===== src/rtl/pirq_pkg.sv =====
// Package: shared register map for the per-pin interrupt detector.
// Assumes a 3-bit word address on the configuration bus.
package pirq_pkg;
    localparam int PIRQ_ADDR_W = 3;

    typedef enum logic [PIRQ_ADDR_W-1:0] {
        REG_SENSE  = 3'd0,
        REG_DUAL   = 3'd1,
        REG_POL    = 3'd2,
        REG_ENABLE = 3'd3,
        REG_CLEAR  = 3'd4
    } pirq_reg_e;
endpackage


===== src/rtl/pirq_cfg_regs.sv =====
// Configuration register file: holds the sense, dual-edge, polarity and
// enable vectors and turns clear-register writes into a one-cycle pulse.
// Assumes the bus writes whole words; unmapped addresses are ignored.
module pirq_cfg_regs
    import pirq_pkg::*;
#(
    parameter int NUM_PINS = 8
) (
    input  logic                   clk,
    input  logic                   rst_n,
    input  logic                   bus_wr,
    input  logic [PIRQ_ADDR_W-1:0] bus_addr,
    input  logic [NUM_PINS-1:0]    bus_wdata,
    output logic [NUM_PINS-1:0]    sense_q,
    output logic [NUM_PINS-1:0]    dual_q,
    output logic [NUM_PINS-1:0]    pol_q,
    output logic [NUM_PINS-1:0]    enable_q,
    output logic [NUM_PINS-1:0]    clr_pulse
);
    pirq_reg_e sel;
    assign sel = pirq_reg_e'(bus_addr);

    // Update the addressed configuration register on a bus write.
    always_ff @(posedge clk) begin
        if (!rst_n) begin
            sense_q  <= '0;
            dual_q   <= '0;
            pol_q    <= '0;
            enable_q <= '0;
        end else if (bus_wr) begin
            case (sel)
                REG_SENSE:  sense_q  <= bus_wdata;
                REG_DUAL:   dual_q   <= bus_wdata;
                REG_POL:    pol_q    <= bus_wdata;
                REG_ENABLE: enable_q <= bus_wdata;
                default:    ;
            endcase
        end
    end

    // Decode a clear-register write into a per-line clear strobe.
    always_comb begin
        clr_pulse = '0;
        if (bus_wr && sel == REG_CLEAR) begin
            clr_pulse = bus_wdata;
        end
    end
endmodule


===== src/rtl/pirq_pin_detect.sv =====
// Single-line detector: keeps the previous sample, finds qualifying edges,
// latches them until cleared, and forms the raw status bit.
// Assumes pin is already synchronized to clk.
module pirq_pin_detect (
    input  logic clk,
    input  logic rst_n,
    input  logic pin,
    input  logic sense,
    input  logic dual,
    input  logic pol,
    input  logic clr,
    output logic raw,
    output logic hit,
    output logic prev
);
    logic rise;
    logic fall;
    logic edge_q;

    // Remember the line value from the previous cycle.
    always_ff @(posedge clk) begin
        if (!rst_n) prev <= 1'b0;
        else        prev <= pin;
    end

    // Pick the qualifying edge from the dual-edge and polarity bits.
    always_comb begin
        rise = pin & ~prev;
        fall = ~pin & prev;
        if (sense)     hit = 1'b0;
        else if (dual) hit = rise | fall;
        else if (pol)  hit = rise;
        else           hit = fall;
    end

    // Latch edges; a new edge beats a clear in the same cycle.
    always_ff @(posedge clk) begin
        if (!rst_n)     edge_q <= 1'b0;
        else if (sense) edge_q <= 1'b0;
        else            edge_q <= (edge_q & ~clr) | hit;
    end

    // Level mode follows the line; edge mode shows the latch.
    always_comb begin
        raw = sense ? ~(pin ^ pol) : edge_q;
    end
endmodule


===== src/rtl/pirq_combine.sv =====
// Applies the enable mask and ORs the masked bits into one request.
// Purely combinational.
module pirq_combine #(
    parameter int NUM_PINS = 8
) (
    input  logic [NUM_PINS-1:0] raw,
    input  logic [NUM_PINS-1:0] enable,
    output logic [NUM_PINS-1:0] masked,
    output logic                any
);
    // Mask each line and reduce to the combined request.
    always_comb begin
        masked = raw & enable;
        any    = |masked;
    end
endmodule


===== src/rtl/pin_irq_detector.sv =====
// Top level: per-line interrupt detection with configurable sense, polarity
// and dual-edge modes, write-one-to-clear edge latches and an enable mask.
// Assumes pin_in is synchronous to clk and the bus is write-only.
module pin_irq_detector
    import pirq_pkg::*;
#(
    parameter int NUM_PINS = 8
) (
    input  logic                   clk,
    input  logic                   rst_n,
    input  logic [NUM_PINS-1:0]    pin_in,
    input  logic                   bus_wr,
    input  logic [PIRQ_ADDR_W-1:0] bus_addr,
    input  logic [NUM_PINS-1:0]    bus_wdata,
    output logic [NUM_PINS-1:0]    raw_status,
    output logic [NUM_PINS-1:0]    masked_status,
    output logic                   irq_any
);
    logic [NUM_PINS-1:0] sense_q;
    logic [NUM_PINS-1:0] dual_q;
    logic [NUM_PINS-1:0] pol_q;
    logic [NUM_PINS-1:0] enable_q;
    logic [NUM_PINS-1:0] clr_pulse;
    logic [NUM_PINS-1:0] edge_hit;
    logic [NUM_PINS-1:0] pin_prev;

    pirq_cfg_regs #(.NUM_PINS(NUM_PINS)) u_cfg (
        .clk       (clk),
        .rst_n     (rst_n),
        .bus_wr    (bus_wr),
        .bus_addr  (bus_addr),
        .bus_wdata (bus_wdata),
        .sense_q   (sense_q),
        .dual_q    (dual_q),
        .pol_q     (pol_q),
        .enable_q  (enable_q),
        .clr_pulse (clr_pulse)
    );

    for (genvar i = 0; i < NUM_PINS; i++) begin : g_pin
        pirq_pin_detect u_det (
            .clk   (clk),
            .rst_n (rst_n),
            .pin   (pin_in[i]),
            .sense (sense_q[i]),
            .dual  (dual_q[i]),
            .pol   (pol_q[i]),
            .clr   (clr_pulse[i]),
            .raw   (raw_status[i]),
            .hit   (edge_hit[i]),
            .prev  (pin_prev[i])
        );
    end

    pirq_combine #(.NUM_PINS(NUM_PINS)) u_comb (
        .raw    (raw_status),
        .enable (enable_q),
        .masked (masked_status),
        .any    (irq_any)
    );
endmodule


===== config.mk =====
export PLATFORM = sky130hd
export DESIGN_NAME = pin_irq_detector
export DESIGN_NICKNAME = d
export VERILOG_FILES = /design/src/rtl/pirq_pkg.sv /design/src/rtl/pirq_cfg_regs.sv /design/src/rtl/pirq_pin_detect.sv /design/src/rtl/pirq_combine.sv /design/src/rtl/pin_irq_detector.sv
export SDC_FILE = /design/constraint.sdc
export NUM_CORES = 1
export LEC_CHECK = 0
export BUFFER_PORTS_ARGS = -buffer_cell sky130_fd_sc_hd__buf_2
export CORE_MARGIN = 2
export CORE_UTILIZATION = 53
export CTS_CLUSTER_DIAMETER = 80
export DETAILED_ROUTE_END_ITERATION = 8
export GPL_TIMING_DRIVEN = 0
export PLACE_DENSITY = 0.75
export SYNTH_ARGS = -nofsm -noshare
export SYNTH_HDL_FRONTEND = slang
export SYNTH_SLANG_ARGS = --single-unit

===== constraint.sdc =====
create_clock -name clk -period 2.79 [get_ports clk]
set_input_delay 0.6975 -clock clk [delete_from_list [all_inputs] [get_ports clk]]
set_output_delay 0.6975 -clock clk [all_outputs]
set_load 0.1 [all_outputs]

### After elaboration in Yosys (flattened, before gate mapping)

Index checks and enable logic that the tools add are counted.

* word-level logic and storage cells: 154
* input bits: 22
* flip-flop bits (word level): 48
* output and inout port bits: 17

* mux-type cells: 33
* bitwise operators: 82
* eq/ne operators: 4
* reductions and logical operators: 15

Operator list (count)
* $not A1 Y1: 33
* $mux W1: 32
* $and A1 B1 Y1: 24
* $or A1 B1 Y1: 16
* $reduce_or A2 Y1: 8
* $and A8 B8 Y8: 1
* $mux W8: 1
* $reduce_and A2 Y1: 4
* $reduce_or A8 Y1: 1
* $xor A1 B1 Y1: 8
* $eq A3 B2 Y1 const B: 2
* $eq A3 B1 Y1 const B: 1
* $eq A3 B3 Y1 const B: 1
* $logic_not A3 Y1: 1
* $logic_and A1 B1 Y1: 1

### Logic depth before layout (Yosys ltp)

* word-level depth: 6
* gate-level depth with buffers: 6
* depth with buffers taken out: 6

### Hierarchy

Synthesis repeated with hierarchy kept, for this count alone.

* cell total of the unflattened synthesis: 264
* area total of the unflattened synthesis: 2511.2 um2

By module, submodules not included
* pirq_cfg_regs: seq. area each 640.6 um2, times used 1, cells each 125, area an instance 1256.2 um2
* pirq_pin_detect: seq. area each 40.0 um2, times used 8, cells each 16, area an instance 147.6 um2
* pirq_combine: seq. area each 0.0 um2, times used 1, cells each 11, area an instance 73.8 um2

### Worst setup path before layout

Ideal clock, no wire load.

* path type: input to output
* start point: in pin_in[6]
* end point: out irq_any
* buffers on the path: 0
* data required time: 2092 ps
* stages on the path: 4
* setup slack: -815 ps
* data arrival time: 2908 ps
* path through: xnor2_1 a31o_1 or4_1 or4b_1

* longest elaborated chain between the ends: 5

RTL lines
* start, declared: line pin_irq_detector.sv:11 `input logic [NUM_PINS-1:0] pin_in,`
* $xor A1 B1 Y1: line pirq_pin_detect.sv:45 `raw = sense ? ~(pin ^ pol) : edge_q;`
* $not A1 Y1: line pirq_pin_detect.sv:45
* $mux W1: line pirq_pin_detect.sv:45
* $and A8 B8 Y8: line pirq_combine.sv:13 `masked = raw & enable;`
* net masked_status[6]: line pin_irq_detector.sv:16 `output logic [NUM_PINS-1:0] masked_status,`
* $reduce_or A8 Y1: line pirq_combine.sv:14 `any = |masked;`
* end, declared: line pin_irq_detector.sv:17 `output logic irq_any`

The timed path passes the listed nets, and every way through them passes these cells.

### Worst setup path after layout

* start point: in pin_in[5]
* end point: out irq_any

* longest elaborated chain between the ends: 5

RTL lines (line)
* $xor A1 B1 Y1: pirq_pin_detect.sv:45
* $not A1 Y1: pirq_pin_detect.sv:45
* $mux W1: pirq_pin_detect.sv:45
* $and A8 B8 Y8: pirq_combine.sv:13
* $reduce_or A8 Y1: pirq_combine.sv:14

Every way passes these cells.

==> results.md <==
- Status: finished, violations left
- Failing checks: setup timing
- Vias in the first global route: 2148
- Max-cap violations: 0
- Hold-fix buffers, CTS: 0
- FF+latch count, synth: 48
- Synth warn: 0
- Mux contribution to synthesized area: 6.74%
- Crit-path max FO: 2
- Largest family of logic cells by synthesized area: simple AND/OR/NAND/NOR gates
- Crit path kind: primary input to output pin
- FF-to-FF path depth: 4
- Worst-Skew Late Latency: 0.30 ns
- Post-synthesis instance total: 295
- Adder-Cell Fraction of Synth Area: 7.92%
- Core area: 4660 sq um
- Worst Skew: 0.00667 ns
- Post-Synth Simple-Gate Area: 22.6%
- Required time worst endpoint: 2.09 ns
- Hold Path Stages: 2
- Grt met1 use: 28.7%
- Tightest Pin Transition: 0.576 ns
- Seq/Total Area, Yosys: 38.0%
- Clock root buffer: clkbuf_8
- EDFF count, synth: 0
- Critical Path Sink Type: output pin
- Distinct cells, synth: 25
- Via density: 5.34
- Max-slew violations: 0
- Filler Cells Inserted: 395
- Highest clock rate: 321 MHz
- I/O Pins: 39
- Synth-to-Final Area Change: 21.9%
- Synthesized area per cell: 8.56 sq um
- Drt total wl: 5.64 mm
- TritonCTS buffer count: 5
- Tcrit/Tclk final: 112%
- Input/output buffers: 37
- DR iter-0 viols: 91
- Tot GR Track Use: 23.5%
- Clock net sink count: 48
- CTS tree: done
- Placed wire-length estimate: 4.01 mm
- First-pass GRT wire length: 9.60 mm
- Initial core utilization: 54.2%
- Arrival time worst endpoint: 2.41 ns
- Vias: 2111
- Slew margin rel.: 61.6%
- Final Wtd Congestion: 0.764
- Post-layout net count: 378
- Mapped Area: 2530 sq um
- RSZ-0062 raised after global routing: true
- Layout cells sized above 1: 21.7%
- Worst R2R Setup Slack: 1.58 ns
- Worst min-delay path startpoint: u_cfg.enable_q[0]$_SDFFE_PN0P_
- Met3 usage in global routing: 4.83%
- FF-to-FF End: g_pin[6].u_det.edge_q$_SDFF_PP0_
- Clock buffer depth: 2
- Critical R2R Launch: u_cfg.pol_q[6]$_SDFFE_PN0P_
- Initial antenna violation count: 0
- Hold path endpoint: u_cfg.enable_q[0]$_SDFFE_PN0P_
- Layer with the highest usage: met2
- H-Tree Depth: 2
- Worst VDD drop: 402 uV
- Setup slack after placement: -0.525 ns
- Per-cell routed wire length: 14.3 microns
- Power per cell area: 540 nW/um^2
- Reg clk slew, reported paths: 0.09 ns
- Largest net degree at the start of global routing: 16
- Compound-Gate Fraction of Synth Area: 14.4%
- Setup crit start kind: primary input
- Final setup fails: 1
- HP Class: flip-flop to flip-flop
- Total gr overflow: 0
- Mapped Nets: 333
- Final cell utilization of the core: 66.1%
- Row cnt: 25
- Met2 Track Usage GR: 39.7%
- Post-route ant nets: 0
- Ys async rst share: 0%
- Drt pass-1 iters: 4
- Die height: 73.0 microns
- Full die area: 5330 sq um
- Hold Vio Cnt, Final: 0
- Final worst path period need: 3.11 ns
- Die Width: 73.0 microns
- XOR/XNOR Fraction of Synth Area: 2.77%
- Post-synth top flop: dfxtp_1
- Static Leak: 0.00132 uW
- ANT cells: 0
- DRC Markers: 0
- Setup WS post-layout: -0.322 ns
[worst max-delay path, stage by stage]
cell and delay, ns:
buf_8 0.10, xnor2_4 0.13, a31o_4 0.25, or4_4 0.54, or4b_4 0.51, buf_12 0.18
[kinds of logic after synthesis]
group                      count (synthesis)
muxes                                     16
xor gates and xnor gates                   8
adders and majority gates                 16
DFF                                       48
and+or+nand+nor                          118
buffers and inverters                     43
AOI/OAI and AO/OA                         46
[power breakdown]
group          switching [uW]  leakage [uW]  internal [uW]
clock network             232     0.0000784            448
logic                     161      0.000855           95.0
registers                19.1      0.000391            709
total                     413       0.00132           1250
[worst max-delay path by stage]
stage | slack (ns) | depth (start not counted) | from | end
2_1_floorplan | -0.30 | 4 | pin_in[5] | irq_any
3_3_place_gp | -0.52 | 6 | pin_in[5] | irq_any
3_5_place_dp | -0.52 | 6 | pin_in[5] | irq_any
4_1_cts | -0.32 | 6 | pin_in[5] | irq_any
5_1_grt | -0.35 | 6 | pin_in[6] | irq_any
6_report | -0.32 | 6 | pin_in[5] | irq_any
[cell type report]
| type | count | area [sq um] | area share, % |
|---|---|---|---|
| timing repair buffer | 38 | 226 | 7.35 |
| sequential | 48 | 961 | 31.2 |
| clock buffer | 5 | 68.8 | 2.23 |
| buffer | 19 | 101 | 3.29 |
| clock inverter | 3 | 90.1 | 2.92 |
| tap | 54 | 67.6 | 2.19 |
| inverter | 24 | 90.1 | 2.92 |
| multi-input combinational | 204 | 1480 | 47.9 |
[stage by stage]
stage          std cells  hold slack, ns  power [uW]  cell area, sq um  setup TNS [ns]
4_1_cts              395           0.474        1680              3070          -0.324
3_3_place_gp         386           0.456         983              2850          -0.517
5_1_grt              395           0.503        1730              3080          -0.355
6_report             395           0.470        1660              3080          -0.322
3_5_place_dp         386           0.462         990              2850          -0.525
2_1_floorplan        295           0.429         923              2590          -0.301
[placed cells by master, fill, tap and decap left out, types with 4 or more instances in the layout]
cell type | Yosys | final
a21boi_0 | 32 | 32
nor2_1 | 10 | 10
and2_1 | 11 | 9
ha_1 | 16 | 16
clkbuf_8 | 0 | 5
nor3b_1 | 8 | 8
and3b_1 | 8 | 8
a221oi_1 | 8 | 8
mux2_2 | 7 | 7
xnor2_1 | 8 | 5
clkbuf_1 | 11 | 11
a31o_4 | 0 | 4
buf_2 | 0 | 33
mux2i_1 | 8 | 8
inv_1 | 24 | 24
dfxtp_1 | 48 | 48
buf_4 | 8 | 10
nand2_1 | 73 | 73
[Yosys cell counts, types with 8 or more instances]
cell	count	area (sq um)
a21boi_0	32	240
a221oi_1	8	70.1
and2_1	11	68.8
and3b_1	8	70.1
buf_4	8	60.1
clkbuf_1	11	41.3
dfxtp_1	48	961
ha_1	16	200
inv_1	24	90.1
mux2i_1	8	80.1
nand2_1	73	274
nor2_1	10	37.5
nor3b_1	8	60.1
xnor2_1	8	70.1
[repair_timing]
action,CTS,global route
buffers inserted,1,0
pin swaps,6,0
gates resized for setup,13,1
setup endpoints to repair,1,1
[sequential cells by signal (all words and copies together) (netlist names)]
register	cells
g_pin.u_det.edge_q	8
g_pin.u_det.prev	8
u_cfg.dual_q	8
u_cfg.enable_q	8
u_cfg.pol_q	8
u_cfg.sense_q	8
[per-layer routing]
metal | up-vias | part of all wire [%] | wire length [microns]
li1 | 1060 | - | -
met1 | 990 | 45 | 2550
met2 | 52 | 49 | 2760
met3 | 9 | 4.3 | 242
met4 | 0 | 1.6 | 89
met5 | - | 0 | 0
Note: power is estimated with default switching activity, not from simulation.
